**src/rtl/fpx_pkg.sv**
```systemverilog
package fpx_pkg;
  typedef enum logic [1:0] {
    RE1_RES   = 2'd0,
    RE1_AEXP  = 2'd1,
    RE1_BHALF = 2'd2,
    RE1_ZERO  = 2'd3
  } re_op1_e;

  typedef enum logic [1:0] {
    RE2_DIFF  = 2'd0,
    RE2_BEXP  = 2'd1,
    RE2_CEXP  = 2'd2,
    RE2_KON   = 2'd3
  } re_op2_e;

  typedef enum logic [1:0] {
    SH1_DIFF  = 2'd0,
    SH1_BEXP  = 2'd1,
    SH1_SHIFT = 2'd2,
    SH1_ZERO  = 2'd3
  } sh_op1_e;
endpackage

```
**src/rtl/fpx_addneg.sv**
```systemverilog
module fpx_addneg #(
  parameter int W = 13
) (
  input  logic [W-1:0] op1,
  input  logic [W-1:0] op2,
  input  logic         neg1,
  input  logic         neg2,
  output logic [W-1:0] sum
);
  logic [W-1:0] t1, t2, cin;

  assign t1  = op1 ^ {W{neg1}};
  assign t2  = op2 ^ {W{neg2}};
  assign cin = {{(W-1){1'b0}}, neg1 | neg2};
  assign sum = t1 + t2 + cin;
endmodule

```
**src/rtl/fpx_clz.sv**
```systemverilog
module fpx_clz #(
  parameter int W  = 64,
  localparam int CW = $clog2(W + 1)
) (
  input  logic [W-1:0]  val,
  output logic [CW-1:0] cnt
);
  always_comb begin
    cnt = CW'(W);
    for (int i = 0; i < W; i++) begin
      if (val[i]) cnt = CW'(W - 1 - i);
    end
  end
endmodule

```
**src/rtl/fpx_expshift.sv**
```systemverilog
module fpx_expshift
  import fpx_pkg::*;
#(
  parameter int EXP_W     = 13,
  parameter int MANT_W    = 64,
  parameter int EXP_MAX   = 1023,
  parameter int EXP_MIN   = -1022,
  parameter int TRAP_BIAS = 1536
) (
  input  logic             clk,
  input  logic             rst,
  input  logic [EXP_W-1:0] a_exp,
  input  logic [EXP_W-1:0] b_exp,
  input  logic [EXP_W-1:0] c_exp,
  input  logic [MANT_W-1:0] r_mant,
  input  logic [1:0]       re_op1_sel,
  input  logic             re_op1_neg,
  input  logic [1:0]       re_op2_sel,
  input  logic             re_op2_neg,
  input  logic [1:0]       re_kon_sel,
  input  logic             re_load,
  input  logic [1:0]       sh_op1_sel,
  input  logic             sh_op1_neg,
  input  logic             sh_op2_sel,
  input  logic             sh_op2_neg,
  input  logic [3:0]       sh_kon_sel,
  input  logic             sh_take_clz,
  input  logic             sh_hold,
  output logic [EXP_W-1:0] res_exp,
  output logic [EXP_W-1:0] shift_amt
);
  localparam int CW = $clog2(MANT_W + 1);

  logic [EXP_W-1:0] res_q, sh_q, diff;
  logic [EXP_W-1:0] re_a, re_b, re_k, re_sum;
  logic [EXP_W-1:0] sh_a, sh_b, sh_k, sh_sum, sh_next;
  logic [CW-1:0]    lz;

  assign diff = res_q - sh_q;

  // result-exponent operand muxes
  always_comb begin
    unique case (re_kon_sel)
      2'd0:    re_k = '0;
      2'd1:    re_k = EXP_W'(56);
      2'd2:    re_k = EXP_W'(EXP_MAX);
      default: re_k = EXP_W'(TRAP_BIAS);
    endcase
    unique case (re_op1_e'(re_op1_sel))
      RE1_RES:   re_a = res_q;
      RE1_AEXP:  re_a = a_exp;
      RE1_BHALF: re_a = {b_exp[EXP_W-1], b_exp[EXP_W-1:1]};
      default:   re_a = '0;
    endcase
    unique case (re_op2_e'(re_op2_sel))
      RE2_DIFF: re_b = diff;
      RE2_BEXP: re_b = b_exp;
      RE2_CEXP: re_b = c_exp;
      default:  re_b = re_k;
    endcase
  end

  // shift operand muxes
  always_comb begin
    case (sh_kon_sel)
      4'd1:    sh_k = EXP_W'(1);
      4'd2:    sh_k = EXP_W'(4);
      4'd3:    sh_k = EXP_W'(8);
      4'd4:    sh_k = EXP_W'(32);
      4'd5:    sh_k = EXP_W'(52);
      4'd6:    sh_k = EXP_W'(56);
      4'd7:    sh_k = EXP_W'(63);
      4'd8:    sh_k = EXP_W'(64);
      4'd9:    sh_k = EXP_W'(EXP_MIN);
      default: sh_k = '0;
    endcase
    unique case (sh_op1_e'(sh_op1_sel))
      SH1_DIFF:  sh_a = diff;
      SH1_BEXP:  sh_a = b_exp;
      SH1_SHIFT: sh_a = sh_q;
      default:   sh_a = '0;
    endcase
    sh_b = sh_op2_sel ? sh_k : a_exp;
  end

  fpx_addneg #(.W(EXP_W)) u_re_add (
    .op1(re_a), .op2(re_b), .neg1(re_op1_neg), .neg2(re_op2_neg), .sum(re_sum)
  );

  fpx_addneg #(.W(EXP_W)) u_sh_add (
    .op1(sh_a), .op2(sh_b), .neg1(sh_op1_neg), .neg2(sh_op2_neg), .sum(sh_sum)
  );

  fpx_clz #(.W(MANT_W)) u_clz (.val(r_mant), .cnt(lz));

  // the leading-zero count joins after the adder
  assign sh_next = sh_take_clz ? EXP_W'(lz) : sh_sum;

  always_ff @(posedge clk) begin
    if (rst) begin
      res_q <= '0;
      sh_q  <= '0;
    end else begin
      if (re_load)  res_q <= re_sum;
      if (!sh_hold) sh_q  <= sh_next;
    end
  end

  assign res_exp   = res_q;
  assign shift_amt = sh_q;
endmodule

```
**config.mk**
```make
export PLATFORM = sky130hd
export DESIGN_NAME = fpx_expshift
export DESIGN_NICKNAME = d
export VERILOG_FILES = /design/src/rtl/fpx_pkg.sv /design/src/rtl/fpx_addneg.sv /design/src/rtl/fpx_clz.sv /design/src/rtl/fpx_expshift.sv
export SDC_FILE = /design/constraint.sdc
export NUM_CORES = 1
export LEC_CHECK = 0
export BUFFER_PORTS_ARGS = -buffer_cell sky130_fd_sc_hd__buf_2
export CORE_ASPECT_RATIO = 0.9
export CORE_MARGIN = 1.5
export CORE_UTILIZATION = 55
export DETAILED_ROUTE_END_ITERATION = 10
export PLACE_DENSITY_LB_ADDON = 0.2
export REMOVE_ABC_BUFFERS = 1
export SYNTH_ARGS = -nofsm -noshare
export SYNTH_HDL_FRONTEND = slang
export SYNTH_HIERARCHICAL = 1
export SYNTH_SLANG_ARGS = --single-unit
```
**constraint.sdc**
```tcl
create_clock -name clk -period 4.6 [get_ports clk]
set_clock_uncertainty 0.05 [all_clocks]
set_input_delay 0.69 -clock clk [delete_from_list [all_inputs] [get_ports clk]]
set_output_delay 0.69 -clock clk [all_outputs]
set_load 0.01 [all_outputs]
```
# Word-level counts from Yosys, hierarchy flattened

Memory sizes are Yosys's and may differ from the RTL's.
Index checks and enable logic that the tools add are counted.

Bits in registers: 26
Memories: 1
Output and inout port bits: 26
Bits of input ports: 125
Logic and storage cells: 96
ROM bits: 160

Memory list:

| memory          | words | bits a word | read ports | clocked after Yosys merged registers in | wr ports | RTL line           | source |
|---|---|---|---|---|---|---|---|
| (no name shown) | 16    | 10          | 1          | 0                                       | 0        | fpx_expshift.sv:65 | `case (sh_kon_sel)` |

Eq/ne operators: 8
$add $sub $neg: 5
Muxes and demuxes: 70
Bitwise gates (word level): 6
Reduce and logical (&&, ||, !) cells: 4

Operators with widths:

| kind                                           | count |
|---|---|
| two-way mux 7 bit                              | 64 |
| one-hot mux 13 bit (3 select lines)            | 3 |
| bitwise XOR 13 bit                             | 4 |
| one-hot mux 11 bit (3 select lines)            | 1 |
| adder 13 x 1 -> 13 bit                         | 2 |
| adder 13 bit                                   | 2 |
| two-way mux 13 bit                             | 2 |
| subtractor 13 bit                              | 1 |
| == test 2 x 1 -> 1 bit (second input constant) | 4 |
| == test 2 bit (second input constant)          | 4 |
| logical NOT 2 bit                              | 4 |
| OR 1 bit                                       | 2 |

# Depth between registers and ports, before layout

Gate-level depths: netlist (run 1).

Depth in word-level cells: 65
Mapped depth: 20
Mapped depth without buffers: 20

# Cells and area by module

The synthesis (run 1) kept the hierarchy.

By module, submodules not included:

| module       | area each (um2) | cells each | seq. area each (um2) | instances |
|---|---|---|---|---|
| fpx_expshift | 2,651.3         | 354        | 520.5                | 1 |
| fpx_addneg   | 884.6           | 113        | 0.0                  | 2 |
| fpx_clz      | 859.6           | 147        | 0.0                  | 1 |

# Worst setup path after synthesis (run 1)

Ideal clock, no wire load.

Kind: input to register
Start: in re_op2_sel[0]
End: reg res_q[10], in the netlist res_exp[10]
Stages on the path: 16
Arrival time: 3,571 ps
Data required time: 4,422 ps
Setup time: 128 ps
Setup slack: 851 ps
Path buffers: 2
Cells stage by stage: clkbuf_1 -> clkbuf_1 -> nor2_1 -> a211oi_1 -> a31oi_1 -> xnor2_1 -> fa_1 -> inv_1 -> fa_1 -> a211oi_2 -> o21ai_2 -> a31oi_2 -> o21ai_2 -> xor2_1 -> mux2i_1 -> nor2_1

Word-level cells in the longest chain between the ends: 5
Elaborated cells between the ends (all ways): 7

RTL lines:

| element                                 | RTL line            | source |
|---|---|---|
| start: declaration                      | fpx_expshift.sv:18  | `input logic [1:0] re_op2_sel,` |
| == test 2 bit (tied with other cells)   | fpx_expshift.sv:55  | `unique case (re_op2_e'(re_op2_sel))` |
| one-hot mux 13 bit (3 select lines) (*) | fpx_expshift.sv:55  |  |
| via re_b[0]                             | fpx_expshift.sv:35  | `logic [EXP_W-1:0] re_a, re_b, re_k, re_sum;` |
| bitwise XOR 13 bit (*)                  | fpx_addneg.sv:13    | `assign t2 = op2 ^ {W{neg2}};` |
| adder 13 bit (*)                        | fpx_addneg.sv:15    | `assign sum = t1 + t2 + cin;` |
| adder 13 x 1 -> 13 bit (*)              | fpx_addneg.sv:15    |  |
| via re_sum[10]                          | fpx_expshift.sv:35  |  |
| end signal: assignment                  | fpx_expshift.sv:104 | `if (re_load) res_q <= re_sum;` |
| end: declaration                        | fpx_expshift.sv:34  | `logic [EXP_W-1:0] res_q, sh_q, diff;` |

The timed path passes the listed nets; every way through them passes the cells marked *.
A chain may end at the register's enable or synchronous reset.

# Worst setup path after layout (run 1)

Start: reg sh_q[4], in the netlist shift_amt[4]
End: reg res_q[12], in the netlist res_exp[12]

Word-level cells in the longest chain between the ends: 5

RTL lines:

| element                             | RTL line            | source |
|---|---|---|
| start: declaration                  | fpx_expshift.sv:34  |  |
| start signal: assignment            | fpx_expshift.sv:105 | `if (!sh_hold) sh_q <= sh_next;` |
| subtractor 13 bit                   | fpx_expshift.sv:39  | `assign diff = res_q - sh_q;` |
| one-hot mux 13 bit (3 select lines) | fpx_expshift.sv:55  |  |
| via re_b[9]                         | fpx_expshift.sv:35  |  |
| bitwise XOR 13 bit                  | fpx_addneg.sv:13    |  |
| adder 13 bit                        | fpx_addneg.sv:15    |  |
| adder 13 x 1 -> 13 bit              | fpx_addneg.sv:15    |  |
| via re_sum[12]                      | fpx_expshift.sv:35  |  |

The timed path passes the listed nets, and every way through them passes these cells.

==> summary.txt, run 1 <==
Drt
  • Initial drt markers: ~450
  • DRC Markers: 0
  • Vias/cell: 6.05
  • First drt pass iteration count: 7
  • Detail Route Antenna Nets: 0
  • Vias: approximately 5.9k
  • Total routed wirelength: 16100 µm
  • Routed WL per cell: 16.6 µm

Timing
  • Slew of the pin with the lowest slew margin: between 0.9 and 1 ns
  • Fin Setup TNS: 0 ns
  • Fin. max-slew vios: 0
  • Minimum clock period: 4.11 ns
  • RSZ-0062 raised after global routing: no
  • Hold Vio Cnt, Final: 0
  • Ratio of final minimum period to clock period: 89.4%
  • Hold WS: about 0.48 ns
  • Fmax: 243 MHz
  • # setup viols final: 0
  • Worst slew margin: 34.1%

Pwr
  • Leak Pwr: 2.79 nW
  • Max IR drop VDD: 0.271 mV
  • Power per cell area: 481 nW/µm²

Floorplan
  • Die W: 106 µm
  • Die ar.: slightly above 10000 µm²
  • Core area: 9210 µm²
  • Num ports: 151
  • Initial core utilization: 57.3%
  • Rows: 33
  • Die Y: 96.0 µm

Worst setup path
  • Startpoint Class: flop
  • Critical path class: flop to flop
  • Worst Path Required: 4.71 ns
  • Arrival time at the worst endpoint: 4.22 ns
  • Worst setup EP type: flop
  • Crit path max fanout: 8

CTS
  • Gates resized, CTS repair: 0
  • Sink Count: 26
  • TritonCTS clock tree: built
  • Worst skew pair latency: 0.29 ns
  • Maximum clock path buffer count: 2
  • CTS clk-pin slew, worst paths: 0.11 ns
  • CTS root buf: clkbuf_8
  • Post-CTS Setup Inserts: 0
  • Total CTS buffers: 3
  • H-tree levels: 1
  • Cts hold-fix bufs: 0

Place
  • Placer Congestion: 0.950
  • I/O Buffers: 150
  • DP HPWL: about 13000 µm

Global route
  • Vias in the first global route: 5498
  • First-pass GRT wire length: 26300 µm
  • GR Overflow Total: 0
  • Tot GR Track Use: about a third
  • Initial antenna violation count: 0
  • Largest net degree at the start of global routing: 27

Logic synthesis
  • Mapped Avg Cell Area: 7.26 µm²
  • Cell variety after synth: 71
  • Top-count cell post-synth: nor2_1
  • EDFF count, synth: 0
  • Post-synth top area share: about a tenth
  • Largest area contributor in the netlist: dfxtp_1
  • Ys flop type: dfxtp_1
  • Synth Warn #: 6
  • Sequential-to-total area share from yosys stat: 9.86%
  • Post-synthesis cell count: 727
  • Commonest cells in the netlist: nor2_1 (79), xor2_1 (55), nand2_1 (53), a21oi_1 (43), inv_1 (41)
  • Synth Cell Area: 5280 µm²
  • Area contributors post-synth: dfxtp_1 (9.9%), xor2_1 (9.1%), ha_1 (8.5%), mux2i_1 (6.6%), nor2_1 (5.6%)
  • Share of synthesized registers carrying an async set or reset: 0%
  • FF+latch count, synth: 26

Finish
  • Storage element area: 520 µm²
  • Filler cell count: 853
  • Area added between synthesis and finish: 15.9%
  • Layout Nets: 1020
  • Layout cells sized above 1: approximately a quarter
  • N_diodes: 0
  • Area occupied by multi-input gates: between 4000 and 5000 µm²

Hold path
  • Hold WC Path Type: flop to flop

Flow run
  • Max Cap Viol: 0

Run status
  • Status: complete, no violations
## final cells by class
cell class / count / area share [%]
Multi-Input combinational cell: 625 / 72.9
Timing Repair Buffer: 154 / 12.8
Sequential cell: 26 / 8.50
Inverter: 44 / 2.70
Tap cell: 122 / 2.49
Clock buffer: 3 / 0.674
## layer usage
layer,global-route usage (%),vias to the layer above,wire (µm)
met4,4.95,0,191
met2,52.3,266,7020
met1,44.2,2707,7490
met3,5.42,29,1430
met5,0,-,0
li1,-,2895,-
## critical path, cell delays in order (launching register included)
cell and delay [ns]:
dfxtp_1 0.37, inv_1 0.08, ha_1 0.37, a21o_1 0.22, a31o_1 0.20, a221o_1 0.43, a41oi_2 0.22, xor2_1 0.12
a221oi_1 0.37, xor2_1 0.12, ha_1 0.44, nand4_1 0.12, inv_1 0.15, o2111ai_1 0.19, a31oi_1 0.25, xnor2_1 0.09
mux2i_1 0.13, nor2_1 0.05
## final timing paths
kind                       end  cells after the start  slack (ns)    startpoint
setup / recovery   res_exp[12]                     17        0.49  shift_amt[4]
hold / removal    shift_amt[2]                      2        0.48  shift_amt[2]
setup reg to reg   res_exp[12]                     17        0.49  shift_amt[4]
hold reg to reg   shift_amt[2]                      2        0.48  shift_amt[2]
## registers in the layout, summed over array words and instances (netlist names)
| name | count |
|---|---|
| res_exp | 13 |
| shift_amt | 13 |
## metrics by stage
step / instance area [µm²] / utilization (%) / cells / worst slack, ns / total power, mW
final: 6120 / 66.5 / 974 / 0.487 / 2.94
after global routing: 6120 / 66.5 / 974 / 0.168 / 3.20
after CTS: 6120 / 66.5 / 974 / 0.533 / 2.91
after detailed placement: 6080 / 66.0 / 971 / 0.511 / 2.75
after global placement: 6080 / 66.0 / 971 / 0.667 / 2.69
after floorplan: 5150 / - / 695 / 0.892 / 2.19
## placed cells by master (no fill, tap or decap), types with 24 or more instances in the layout
cell type,count
a21oi_1,43
buf_2,150
ha_1,36
o21ai_1,30
xor2_1,55
nand2_1,53
o21ai_0,24
nor2_1,79
dfxtp_1,26
inv_1,41
mux2i_1,35
## logic make-up after synthesis
family,share of synthesized area (%)
muxes,9.62
DFF,9.86
adders and majority gates,10.4
buffers and inverters,5.64
and+or+nand+nor,23.6
AOI/OAI and AO/OA,28.0
xor gates and xnor gates,12.9
## power by group
| group | internal (mW) | switching [mW] | leakage (nW) | total (mW) |
|---|---|---|---|---|
| logic | 1.07 | 1.36 | 2.55 | 2.42 |
| registers | 0.291 | 0.0829 | 0.214 | 0.374 |
| clock network | 0.0592 | 0.0877 | 0.0216 | 0.147 |
| total | 1.42 | 1.53 | 2.79 | 2.94 |
Power figures use the tool's default switching activity.
==> run 2, diff against run 1 <==
- clock period: 4.6 -> 4.7 ns (I/O delays scaled with it)
==> summary.txt, run 2 (same netlist as run 1, synthesis figures left out) <==
Worst setup path
  • Worst setup EP type: flop
  • Cells along the critical path: inv_1 -> ha_1 -> inv_2 -> fa_1 -> a21o_1 -> a311oi_1 -> o221ai_1 -> xnor2_1 -> o21ai_1 -> xor2_1 -> ha_1 -> a21oi_1 -> o21ai_0 -> or3_1 -> o21bai_2 -> xnor2_1 -> nor3b_1 -> a21oi_1 -> nor2_1
  • Crit path max fanout: 5 (-3)
  • Flop-to-flop setup slack: 0.59 ns (+0.11 ns)
  • Reg-to-Reg End: shift_amt[11]
  • Slowest-stage cell, CP: fa_1
  • Arrival time at the worst endpoint: 4.28 ns (+0.06 ns)
  • Bufs and invs on worst path: 2 (unchanged)
  • Worst Path Required: 4.88 ns (+0.17 ns)
  • Reg2Reg Depth: 19 (+2)
  • Critical path class: flop to flop
  • Startpoint Class: flop
  • Worst path max stage delay: 0.41 ns (-0.03 ns)
  • Reg2Reg Launch Point: res_exp[0]
  • Crit-path leading delay family: compound AO/OA/AOI/OAI gates

CTS
  • Gates resized, CTS repair: 0 (unchanged)
  • Total CTS buffers: 3 (unchanged)
  • Post-CTS Setup Inserts: 0 (unchanged)
  • Worst skew pair latency: 0.29 ns (about the same)
  • TritonCTS clock tree: built
  • Cts hold-fix bufs: 0 (unchanged)
  • H-tree levels: 1 (unchanged)
  • CTS clk-pin slew, worst paths: 0.11 ns (about the same)
  • CTS root buf: clkbuf_8
  • Sink Count: 26 (unchanged)
  • Maximum clock path buffer count: 2 (unchanged)

Pwr
  • Switching share of power: 51.8% (about the same)
  • Max IR drop VDD: 0.244 mV (-9.6%)
  • Leak Pwr: 2.79 nW (-0.17%)
  • Switching power: 1.49 mW (-2.1%)
  • Tot Pwr: 2.88 mW (-2.1%)
  • Clock network fraction of total power: 5.0% (about the same)
  • Sequential group share of total power: 12.8% (about the same)
  • Power per cell area: 472 nW/µm² (-1.9%)
  • Comb pwr share: 82.2% (about the same)
  • Internal power: 1.39 mW (-2.1%)

Timing
  • Fmax: 244 MHz (+0.19%)
  • Fin Setup TNS: 0 ns (unchanged)
  • Fin. max-slew vios: 0 (unchanged)
  • # setup viols final: 0 (unchanged)
  • Ratio of final minimum period to clock period: 87.3% (-2.1 points)
  • Hold WS: 0.479 ns (-0.00337 ns)
  • RSZ-0062 raised after global routing: no
  • Slew of the pin with the lowest slew margin: 0.908 ns (-0.0778 ns)
  • Final worst setup slack: 0.595 ns (+0.108 ns)
  • Worst slew margin: 39.3% (+5.2 points)
  • Hold Vio Cnt, Final: 0 (unchanged)
  • Minimum clock period: 4.11 ns (-0.00777 ns)

Drt
  • Total routed wirelength: 15800 µm (-1.9%)
  • Vias: 5825 (-1.2%)
  • First drt pass iteration count: 5 (-2)
  • Detail Route Antenna Nets: 0 (unchanged)
  • Vias/cell: 5.99 (-1.1%)
  • DRC Markers: 0 (unchanged)
  • Routed WL per cell: 16.3 µm (-1.8%)
  • Initial drt markers: 433 (-3.3%)

Global route
  • Tot GR Track Use: 30.6% (-1.1 points)
  • Initial antenna violation count: 0 (unchanged)
  • GR Overflow Total: 0 (unchanged)
  • Largest net degree at the start of global routing: 27 (unchanged)
  • First-pass GRT wire length: 25300 µm (-3.8%)
  • Vias in the first global route: 5293 (-3.7%)

Floorplan
  • Rows: 33 (unchanged)
  • Die W: 106 µm (unchanged)
  • Initial core utilization: 57.3% (unchanged)
  • Die Y: 96.0 µm (unchanged)
  • Die ar.: 10200 µm² (unchanged)
  • Num ports: 151 (unchanged)
  • Core area: 9210 µm² (unchanged)

Place
  • Placed inst area: 6070 µm² (-0.12%)
  • Pre-CTS WS: 0.689 ns (+0.178 ns)
  • I/O Buffers: 150 (unchanged)
  • Placer Congestion: 0.941 (-0.98%)
  • DP HPWL: 13200 µm (-0.81%)

Hold path
  • Hold_sp: shift_amt[4]
  • Hold WC Path Type: flop to flop
  • Hold EP: shift_amt[4]
  • Hold Crit Depth: 2 (unchanged)

Finish
  • Finished Cell Area: 6110 µm² (-0.12%)
  • N_diodes: 0 (unchanged)
  • Layout cells sized above 1: 24.1% (-0.089 points)
  • Layout Nets: 1019 (-0.098%)
  • Commonest non-fill, non-tap cells in the layout: buf_2 (150), nor2_1 (79), xor2_1 (55)
  • Commonest non-fill, non-tap cell in the layout: buf_2
  • Area added between synthesis and finish: 15.8%

Run status
  • Status: complete, no violations

Flow run
  • Max Cap Viol: 0 (unchanged)
==> run 2: changes by cell type in the layout (fill, tap and decap cells not counted), sizes merged <==
cell  delta
buf      -1
==> run 2: metrics by stage <==
stage | utilization (%) | instances
detailed placement | 66.0 | 970
global route | 66.4 | 973
floorplan | - | 695
global placement | 66.0 | 970
finish | 66.4 | 973
CTS | 66.4 | 973
==> run 2: routing by layer <==
layer  share of wire, %  vias to the layer above  global-route usage, %
met5                  0                        -                      0
met3                8.4                       12                   4.81
met2                 44                      238                   51.4
met4               0.72                        0                   3.83
li1                   -                     2889                      -
met1                 47                     2686                   42.4
==> run 2: layout make-up <==
class / count / area [µm²]
clock buffers: 3 / 41.3
fillers: 850 / 3090
inverters: 44 / 165
multi-input cells: 625 / 4460
flip-flops and latches: 26 / 520
well taps: 122 / 153
repair buffers: 153 / 773
==> run 2: worst max-delay path by stage <==
stage	cells after the start	startpoint	slack [ns]	to
global placement	19	res_exp[0]	0.76	shift_amt[11]
CTS	19	res_exp[0]	0.62	shift_amt[11]
global route	19	res_exp[0]	0.30	shift_amt[11]
detailed placement	19	res_exp[0]	0.69	shift_amt[11]
finish	19	res_exp[0]	0.59	shift_amt[11]
floorplan	17	shift_amt[4]	0.99	res_exp[12]
==> run 2: worst min-delay path, cell delays in order, from the launching register on <==
cell	delay [ns]
dfxtp_1	0.34
inv_1	0.08
a211oi_1	0.07
==> run 2: power groups by stage <==
| stage | Combinational, mW | Sequential (mW) | Clock, mW |
|---|---|---|---|
| CTS | 2.34 | 0.367 | 0.148 |
| global placement | 2.26 | 0.368 | 0 |
| finish | 2.37 | 0.368 | 0.144 |
| global route | 2.61 | 0.373 | 0.155 |
| floorplan | 1.77 | 0.374 | 0 |
| detailed placement | 2.32 | 0.371 | 0 |
==> run 3, diff against run 2 <==
- CORE_MARGIN: 1.5 -> default
==> summary.txt, run 3 (same netlist as run 1, synthesis figures left out) <==
Run status
  • Status: complete, no violations

Timing
  • Ratio of final minimum period to clock period: 88.2% (+0.82 points)
  • RSZ-0062 raised after global routing: no
  • # setup viols final: 0 (unchanged)
  • Final worst setup slack: 0.556 ns (-0.0387 ns)
  • Fin Setup TNS: 0 ns (unchanged)
  • Fin. max-slew vios: 0 (unchanged)
  • Hold Vio Cnt, Final: 0 (unchanged)
  • Slew of the pin with the lowest slew margin: 0.959 ns (+0.0504 ns)
  • Fmax: 241 MHz (-0.93%)
  • Worst slew margin: 35.9% (-3.4 points)
  • Minimum clock period: 4.14 ns (+0.0387 ns)

Floorplan
  • Die ar.: 10000 µm² (-2.0%)
  • Rows: 33 (unchanged)
  • Die W: 105 µm (-0.94%)
  • Initial core utilization: 57.3% (unchanged)
  • Num ports: 151 (unchanged)
  • Die Y: 95.0 µm (-1.0%)
  • Core area: 9210 µm² (unchanged)

Pwr
  • Tot Pwr: 2.89 mW (+0.36%)
  • Leak Pwr: 2.80 nW (+0.43%)
  • Max IR drop VDD: 0.270 mV (+10%)
  • Power per cell area: 472 nW/µm² (about the same)

CTS
  • Gates resized, CTS repair: 0 (unchanged)
  • H-tree levels: 1 (unchanged)
  • Sink Count: 26 (unchanged)
  • Worst skew pair latency: 0.28 ns (about the same)
  • Cts hold-fix bufs: 0 (unchanged)
  • CTS root buf: clkbuf_8
  • Total CTS buffers: 3 (unchanged)
  • CTS clk-pin slew, worst paths: 0.11 ns (about the same)
  • Post-CTS Setup Inserts: 0 (unchanged)
  • Maximum clock path buffer count: 2 (unchanged)
  • TritonCTS clock tree: built

Finish
  • Commonest non-fill, non-tap cell in the layout: buf_2
  • Layout Nets: 1020 (+0.098%)
  • Commonest non-fill, non-tap cells in the layout: buf_2 (150), nor2_1 (79), xor2_1 (55)
  • N_diodes: 0 (unchanged)
  • Filler cell count: 853 (+0.35%)
  • Area added between synthesis and finish: 16.2%
  • Finished Cell Area: 6140 µm² (+0.35%)
  • Layout cells sized above 1: 24.3% (+0.18 points)

Global route
  • Busiest layer in global routing: met2
  • Met2 GRT Util: 53.3% (+1.9 points)
  • M1 GR Usage: 45.2% (+2.8 points)
  • Largest net degree at the start of global routing: 27 (unchanged)
  • GR Overflow Total: 0 (unchanged)
  • Tot GR Track Use: 32.1% (+1.5 points)
  • Vias in the first global route: 5407 (+2.2%)
  • GRT met3 Usage: 3.38% (-1.4 points)
  • First-pass GRT wire length: 25900 µm (+2.5%)
  • Initial antenna violation count: 0 (unchanged)

Drt
  • First drt pass iteration count: 7 (+2)
  • Vias: 5904 (+1.4%)
  • Routed WL per cell: 16.4 µm (+0.73%)
  • Detail Route Antenna Nets: 0 (unchanged)
  • Vias/cell: 6.06 (+1.1%)
  • DRC Markers: 0 (unchanged)
  • Total routed wirelength: 16000 µm (+0.94%)
  • Initial drt markers: 472 (+9.0%)

Place
  • Placed inst area: 6080 µm² (+0.12%)
  • Pre-CTS WS: 0.657 ns (-0.0320 ns)
  • I/O Buffers: 150 (unchanged)
  • Placer Congestion: 0.922 (-2.0%)
  • DP HPWL: 13100 µm (-0.53%)

Flow run
  • Max Cap Viol: 0 (unchanged)

Worst setup path
  • Worst Path Required: 4.88 ns (about the same)
  • Reg2Reg Launch Point: res_exp[0]
  • Worst path max stage delay: 0.42 ns (about the same)
  • Worst setup EP type: flop
  • Cells along the critical path: inv_1 -> ha_1 -> inv_2 -> fa_1 -> a21o_1 -> a311oi_1 -> o221ai_1 -> xnor2_1 -> o21ai_1 -> xor2_1 -> ha_1 -> a21oi_1 -> o21ai_0 -> or3_1 -> o21bai_2 -> xnor2_1 -> nor3b_1 -> a21oi_1 -> nor2_1
  • Slowest-stage cell, CP: fa_1
  • Critical Path Start: res_exp[0]
  • Critical path class: flop to flop
  • Arrival time at the worst endpoint: 4.32 ns (+0.04 ns)
  • Startpoint Class: flop
  • Crit path max fanout: 5 (unchanged)

Hold path
  • Hold_sp: shift_amt[4]
  • Hold WC Path Type: flop to flop
[run 3: cell count changes in the layout (fill, tap and decap cells not counted), sizes merged]
cell    before  now
buf        153  154
clkbuf       3    4
[run 3: layout make-up]
type                       count  area (µm²)  area share, %
tap                          122         153           2.49
inverter                      44         165           2.69
clock buffer                   4        55.1          0.897
sequential                    26         520           8.48
timing repair buffer         154         781           12.7
multi-input combinational    625        4460           72.7
[run 3: stage by stage]
stage               std cells  util [%]  hold slack [ns]
floorplan                 695         -            0.461
global placement          971      66.0            0.448
detailed placement        971      66.0            0.453
CTS                       975      66.6            0.470
global route              975      66.6            0.499
finish                    975      66.6            0.474
[run 3: path summary, 6_finish.rpt]
check	to	slack, ns	depth (start not counted)
worst min register to register	shift_amt[4]	0.47	2
worst min-delay path	shift_amt[4]	0.47	2
worst max-delay path	shift_amt[11]	0.56	19
worst max register to register	shift_amt[11]	0.56	19
[run 3: metal layers]
layer,share of wire (%),routed length [µm]
met1,47,7460
met2,44,7020
met3,8.5,1360
met4,0.82,131
met5,0,0
[run 3: power by group]
group | internal [mW] | leakage, nW | switching, mW
logic | 1.05 | 2.55 | 1.32
registers | 0.285 | 0.214 | 0.0841
clock network | 0.0754 | 0.0288 | 0.0863
total | 1.41 | 2.80 | 1.49
[run 3: critical path: cells and delay by family, from the launching register on]
family / cells / cell delay [ns]
AOI/OAI and AO/OA: 8 / 1.43
adders and majority gates: 3 / 0.95
and+or+nand+nor: 3 / 0.63
xor gates and xnor gates: 3 / 0.55
DFF: 1 / 0.35
buffers and inverters: 2 / 0.10
